===== src/rtl/bitbus_pkg.sv =====
package bitbus_pkg;

    typedef enum logic [1:0] {
        OP_CLR  = 2'b00,
        OP_SET  = 2'b01,
        OP_TEST = 2'b10,
        OP_RSVD = 2'b11
    } bb_op_e;

    typedef enum logic [2:0] {
        ST_IDLE,
        ST_SETUP,
        ST_STROBE,
        ST_HOLD,
        ST_SAMPLE
    } bb_state_e;

    typedef struct packed {
        logic accept;
        logic strobe;
        logic sample;
        logic busy;
    } bb_ctl_t;

    function automatic logic op_is_write(bb_op_e op);
        return (op == OP_SET) || (op == OP_CLR);
    endfunction

    function automatic logic op_level(bb_op_e op);
        return op == OP_SET;
    endfunction

    function automatic int max3(int a, int b, int c);
        int m;
        m = (a > b) ? a : b;
        return (m > c) ? m : c;
    endfunction

endpackage


===== src/rtl/bitbus_seq.sv =====
module bitbus_seq
    import bitbus_pkg::*;
#(
    parameter int SETUP_CYC  = 1,
    parameter int HOLD_CYC   = 1,
    parameter int SAMPLE_CYC = 2
) (
    input  logic    clk,
    input  logic    rst,
    input  logic    req_valid,
    input  bb_op_e  req_op,
    output bb_ctl_t ctl
);
    localparam int MAX_CYC = max3(SETUP_CYC, HOLD_CYC, SAMPLE_CYC);
    localparam int CNT_W   = (MAX_CYC > 1) ? $clog2(MAX_CYC) : 1;

    bb_state_e        state, state_n;
    logic [CNT_W-1:0] cnt, cnt_n;

    always_comb begin
        state_n = state;
        cnt_n   = cnt;
        ctl     = '0;
        ctl.busy = (state != ST_IDLE);
        case (state)
            ST_IDLE: begin
                if (req_valid) begin
                    if (op_is_write(req_op)) begin
                        ctl.accept = 1'b1;
                        state_n    = ST_SETUP;
                        cnt_n      = CNT_W'(SETUP_CYC - 1);
                    end else if (req_op == OP_TEST) begin
                        ctl.accept = 1'b1;
                        state_n    = ST_SAMPLE;
                        cnt_n      = CNT_W'(SAMPLE_CYC - 1);
                    end
                end
            end
            ST_SETUP: begin
                if (cnt == '0) state_n = ST_STROBE;
                else           cnt_n   = cnt - 1'b1;
            end
            ST_STROBE: begin
                ctl.strobe = 1'b1;
                state_n    = ST_HOLD;
                cnt_n      = CNT_W'(HOLD_CYC - 1);
            end
            ST_HOLD: begin
                if (cnt == '0) state_n = ST_IDLE;
                else           cnt_n   = cnt - 1'b1;
            end
            ST_SAMPLE: begin
                if (cnt == '0) begin
                    ctl.sample = 1'b1;
                    state_n    = ST_IDLE;
                end else begin
                    cnt_n = cnt - 1'b1;
                end
            end
            default: state_n = ST_IDLE;
        endcase
    end

    always_ff @(posedge clk) begin
        if (rst) begin
            state <= ST_IDLE;
            cnt   <= '0;
        end else begin
            state <= state_n;
            cnt   <= cnt_n;
        end
    end

    // strobe never lasts longer than one cycle
    p_strobe_single_r4: assert property (@(posedge clk) disable iff (rst)
        ctl.strobe |=> !ctl.strobe);

    // a sample never coincides with a strobe
    p_sample_no_strobe_r5: assert property (@(posedge clk) disable iff (rst)
        ctl.sample |-> !ctl.strobe);

endmodule


===== src/rtl/bitbus_drive.sv =====
module bitbus_drive
    import bitbus_pkg::*;
#(
    parameter int ADDR_W = 3
) (
    input  logic              clk,
    input  logic              rst,
    input  logic              accept,
    input  bb_op_e            op,
    input  logic [ADDR_W-1:0] addr,
    input  logic              strobe,
    output logic [ADDR_W-1:0] bus_addr,
    output logic              bus_dout
);
    always_ff @(posedge clk) begin
        if (rst) begin
            bus_addr <= '0;
            bus_dout <= 1'b0;
        end else if (accept) begin
            bus_addr <= addr;
            if (op_is_write(op)) bus_dout <= op_level(op);
        end
    end

    // setup, address and level steady in the cycle before the strobe
    p_setup_stable_r4: assert property (@(posedge clk) disable iff (rst)
        $rose(strobe) |-> ($stable(bus_addr) && $stable(bus_dout)));

    // hold, address and level steady in the cycle after the strobe
    p_hold_stable_r4: assert property (@(posedge clk) disable iff (rst)
        $fell(strobe) |-> ($stable(bus_addr) && $stable(bus_dout)));

endmodule


===== src/rtl/bitbus_flag.sv =====
module bitbus_flag (
    input  logic clk,
    input  logic rst,
    input  logic sample,
    input  logic din,
    output logic flag
);
    always_ff @(posedge clk) begin
        if (rst)         flag <= 1'b0;
        else if (sample) flag <= din;
    end

    // flag holds between samples
    p_flag_hold_r7: assert property (@(posedge clk) disable iff (rst)
        !sample |=> $stable(flag));

endmodule


===== src/rtl/bitbus_master.sv =====
module bitbus_master
    import bitbus_pkg::*;
#(
    parameter int ADDR_W     = 3,
    parameter int SETUP_CYC  = 1,
    parameter int HOLD_CYC   = 1,
    parameter int SAMPLE_CYC = 2
) (
    input  logic              clk,
    input  logic              rst,
    input  logic              req_valid,
    output logic              req_ready,
    input  logic [1:0]        req_op,
    input  logic [ADDR_W-1:0] req_addr,
    output logic [ADDR_W-1:0] bus_addr,
    output logic              bus_dout,
    output logic              bus_strobe,
    input  logic              bus_din,
    output logic              cond_flag
);
    bb_op_e  op;
    bb_ctl_t ctl;

    assign op = bb_op_e'(req_op);

    bitbus_seq #(
        .SETUP_CYC (SETUP_CYC),
        .HOLD_CYC  (HOLD_CYC),
        .SAMPLE_CYC(SAMPLE_CYC)
    ) u_seq (
        .clk      (clk),
        .rst      (rst),
        .req_valid(req_valid),
        .req_op   (op),
        .ctl      (ctl)
    );

    bitbus_drive #(.ADDR_W(ADDR_W)) u_drive (
        .clk     (clk),
        .rst     (rst),
        .accept  (ctl.accept),
        .op      (op),
        .addr    (req_addr),
        .strobe  (ctl.strobe),
        .bus_addr(bus_addr),
        .bus_dout(bus_dout)
    );

    bitbus_flag u_flag (
        .clk   (clk),
        .rst   (rst),
        .sample(ctl.sample),
        .din   (bus_din),
        .flag  (cond_flag)
    );

    assign req_ready  = !ctl.busy;
    assign bus_strobe = ctl.strobe;

    // an accepted test is followed by no strobe
    p_test_no_strobe_r5: assert property (@(posedge clk) disable iff (rst)
        (req_valid && req_ready && op == OP_TEST) |=> !bus_strobe ##1 !bus_strobe);

    // no strobe while idle
    p_idle_no_strobe_r6: assert property (@(posedge clk) disable iff (rst)
        req_ready |-> !bus_strobe);

    // the address lines are frozen while busy
    p_busy_addr_frozen_r6: assert property (@(posedge clk) disable iff (rst)
        !req_ready |=> $stable(bus_addr));

    // a reserved code is never accepted
    p_rsvd_ignored_r8: assert property (@(posedge clk) disable iff (rst)
        (req_ready && op == OP_RSVD) |=> (req_ready && $stable(bus_addr) && $stable(bus_dout)));

endmodule


===== config.mk =====
export PLATFORM = sky130hd
export DESIGN_NAME = bitbus_master
export DESIGN_NICKNAME = d
export VERILOG_FILES = /design/src/rtl/bitbus_pkg.sv /design/src/rtl/bitbus_seq.sv /design/src/rtl/bitbus_drive.sv /design/src/rtl/bitbus_flag.sv /design/src/rtl/bitbus_master.sv
export SDC_FILE = /design/constraint.sdc
export NUM_CORES = 1
export LEC_CHECK = 0
export ABC_AREA = 1
export BUFFER_PORTS_ARGS = -buffer_cell sky130_fd_sc_hd__buf_2
export CAP_MARGIN = 5
export CORE_AREA = 2 2 39 41
export DETAILED_ROUTE_END_ITERATION = 10
export DIE_AREA = 0 0 41 43
export PLACE_DENSITY = 0.63
export REMOVE_ABC_BUFFERS = 1
export SYNTH_ARGS = -nofsm -noshare
export SYNTH_HDL_FRONTEND = slang
export SYNTH_SLANG_ARGS = --single-unit

===== constraint.sdc =====
create_clock -name clk -period 3.2 [get_ports clk]
set_clock_uncertainty 0.05 [all_clocks]
set_input_delay 0.64 -clock clk [delete_from_list [all_inputs] [get_ports clk]]
set_output_delay 0.64 -clock clk [all_outputs]
set_load 0.01 [all_outputs]

==> summary.md <==
| Metric | Value |
|---|---|
| Net Switching | around 260 µW |
| Final setup vio count | 0 |
| Clock share of power | between 10% and 20% |
| Most common cell after layout, fill and taps aside | buf_2 |
| PD cells | roughly 960 nW/µm² |
| Number of global-route vias before repair | 365 |
| Leakage Power | between 0.0002 and 0.0003 µW |
| FF-to-FF path depth | 6 |
| Initial drt markers | 9 |
| Largest net degree at the start of global routing | 9 |
| Maximum VDD drop | about 0.37 mV |
| Resized Gates After CTS | 0 |
| Slew HR | roughly four fifths |
| CTS root buf | clkbuf_4 |
| Setup TNS | 0 ps |
| DR WL/cell | ~9.4 µm |
| RSZ-0062 raised after global routing | false |
| Via/cell ratio | 4.51 |
| Num ports | 16 |
| Post-synth EDFFs | 0 |
| RR Endpoint | u_drive.bus_addr[0] |
| GPL Wtd Cong | ~0.68 |
| TritonCTS Buffers | 3 |
| Period utilisation layout | 56.0% |
| Vias | roughly 450 |
| Worst Setup End Kind | output port |
| TritonCTS clock tree | built |
| Avg Cell Area, Syn | about 7.4 µm² |
| Post-placement cell area | between 500 and 600 µm² |
| Yosys warning count | 0 |
| Worst path arrival time | around 1100 ps |
| Internal power | between 300 and 400 µW |
| Final hold vios | 0 |
| Worst skew pair latency | between 200 and 300 ps |
| Worst R2R Start | u_seq.state[0] |
| Net Sw Frac | between 40 and 50% |
| Drt first pass iters | 4 |
| Critical path origin | u_seq.state[0] |
| Longest Clk Path Bufs | 2 |
| Initial antenna violation count | 0 |
| WP data required | about 2500 ps |
| GR Util All Layers | 12.6% |
| Hold_buf cts | 0 |
| Area growth, synth to finish | 25.7% |
| Cell area after synthesis | 472 µm² |
| Antenna Cells | 0 |
| Final nets | 93 |
| Share of cells above drive strength 1 | a little over a third |
| Setup repair bufs after CTS | 0 |
| Synthesized netlist cell count | 64 |
| Tightest Hold Check Type | register to register |
| Die height | around 43 µm |
| Register area share after synthesis | about two fifths |
| CTS H-tree lvls | 1 |
| Detail Route Antenna Nets | 0 |
| Worst setup path class | register to output port |
| Post-Route WL | 929 µm |
| Seq pwr share | between 30 and 40% |
| Fraction of registers with async set or reset after synthesis | 0% |
| Peak Freq | ~0.56 GHz |
| Most frequent cells in the layout | buf_2 (15), nor2_1 (10), dfxtp_1 (9), nand3_1 (8) |
| Die width | 41 µm |
| PortBufs | 15 |
| Max Cap Violations | 0 |
| Startpoint Class | register |
| Max-slew violation count | 0 |
| Setup crit end | req_ready |
| Core footprint | approximately 1400 µm² |
| Rows | 14 |
| Cell area after layout | 593 µm² |
| Combinational share of power | ~51% |
| Clock Sinks | 9 |
| Hpwl dp | around 700 µm |
| Die ar. | roughly 1800 µm² |
| Setup slack, reg-to-reg | 2030 ps |
| Min cycle time layout | about 1800 ps |
| Drt drc | 0 |
| Initial core utilization | around a third |
| Synth unique cells | 17 |
| Worst Max-Slew Pin Slew | between 200 and 300 ps |
| Status | completed |
| Yosys reg bits | 9 |
| CP Max Fanout | 5 |
| CTS clk-pin slew, worst paths | around 60 ps |
| Synth Flop Type | dfxtp_1 |
| First-pass GRT wire length | between 1000 and 1500 µm |
| GRT overflow | 0 |
==> per-stage QoR <==
stage / instances / setup slack (ps) / hold slack, ps / total power (µW) / utilization (%)
5_1_grt: 99 / 1330 / 433 / 624 / 42.9
4_1_cts: 99 / 1390 / 398 / 575 / 42.9
3_5_place_dp: 95 / 1690 / 388 / 482 / 41.0
6_report: 99 / 1410 / 391 / 569 / 42.9
3_3_place_gp: 95 / 1700 / 381 / 478 / 41.0
2_1_floorplan: 64 / 1790 / 402 / 415 / -
==> cell usage after synthesis, types with 2 or more instances <==
library cell | n | share of area [%]
nor2_1 | 10 | 8.0
inv_2 | 2 | 1.6
nand3_1 | 8 | 8.5
o21ai_1 | 3 | 3.2
nor2_4 | 2 | 4.8
nand2_1 | 7 | 5.6
nand2_2 | 2 | 2.7
o21ai_0 | 2 | 2.1
dfxtp_1 | 9 | 38
a21oi_1 | 6 | 6.4
inv_1 | 7 | 5.6
==> final cells by class <==
class                   instances  area [µm²]
fillers                       154         791
flip-flops and latches          9         180
inverters                       9        33.8
repair buffers                 15        75.1
multi-input cells              46         258
clock buffers                   4        26.3
well taps                      16        20.0
==> cell families (layout without fill, tap and decap cells) <==
group / after synthesis / after routing / share of synthesized area, %
buffers and inverters: 9 / 28 / 7.16
AOI/OAI and AO/OA: 12 / 12 / 13.5
and+or+nand+nor: 34 / 34 / 41.1
DFF: 9 / 9 / 38.2
==> critical path: stages (launching register included) <==
cell and delay [ps]:
dfxtp_1 380, nor2_4 210, nand2_4 90, inv_1 50, buf_2 120
==> worst min path at each step <==
stage	start	end	slack, ps	cells past startpoint
final	u_flag.flag	u_flag.flag	390	2
after global routing	u_flag.flag	u_flag.flag	430	2
after CTS	u_flag.flag	u_flag.flag	400	2
after detailed placement	u_flag.flag	u_flag.flag	390	2
after global placement	u_flag.flag	u_flag.flag	380	2
after floorplan	u_seq.cnt	u_seq.cnt	400	2
==> power by group through the flow <==
stage	logic, µW	clock network (µW)	registers (µW)
finish	288	88.7	192
global route	327	98.5	198
CTS	290	92.5	192
detailed placement	288	0	194
global placement	285	0	193
floorplan	217	0	198
==> registers in the layout (all words and copies together), names as in the netlist <==
| name | cells |
|---|---|
| u_flag.flag | 1 |
| u_seq.cnt | 1 |
| u_seq.state | 3 |
| u_drive.bus_dout | 1 |
| u_drive.bus_addr | 3 |
==> routing by layer <==
layer | global-route usage (%) | part of all wire [%] | vias to the layer above
met5 | 0 | 0 | -
met4 | 10.0 | 1.5 | 0
met3 | 4.71 | 5.8 | 2
met2 | 14.7 | 39 | 11
met1 | 17.5 | 53 | 186
li1 | - | - | 247
Power figures use the tool's default switching activity.
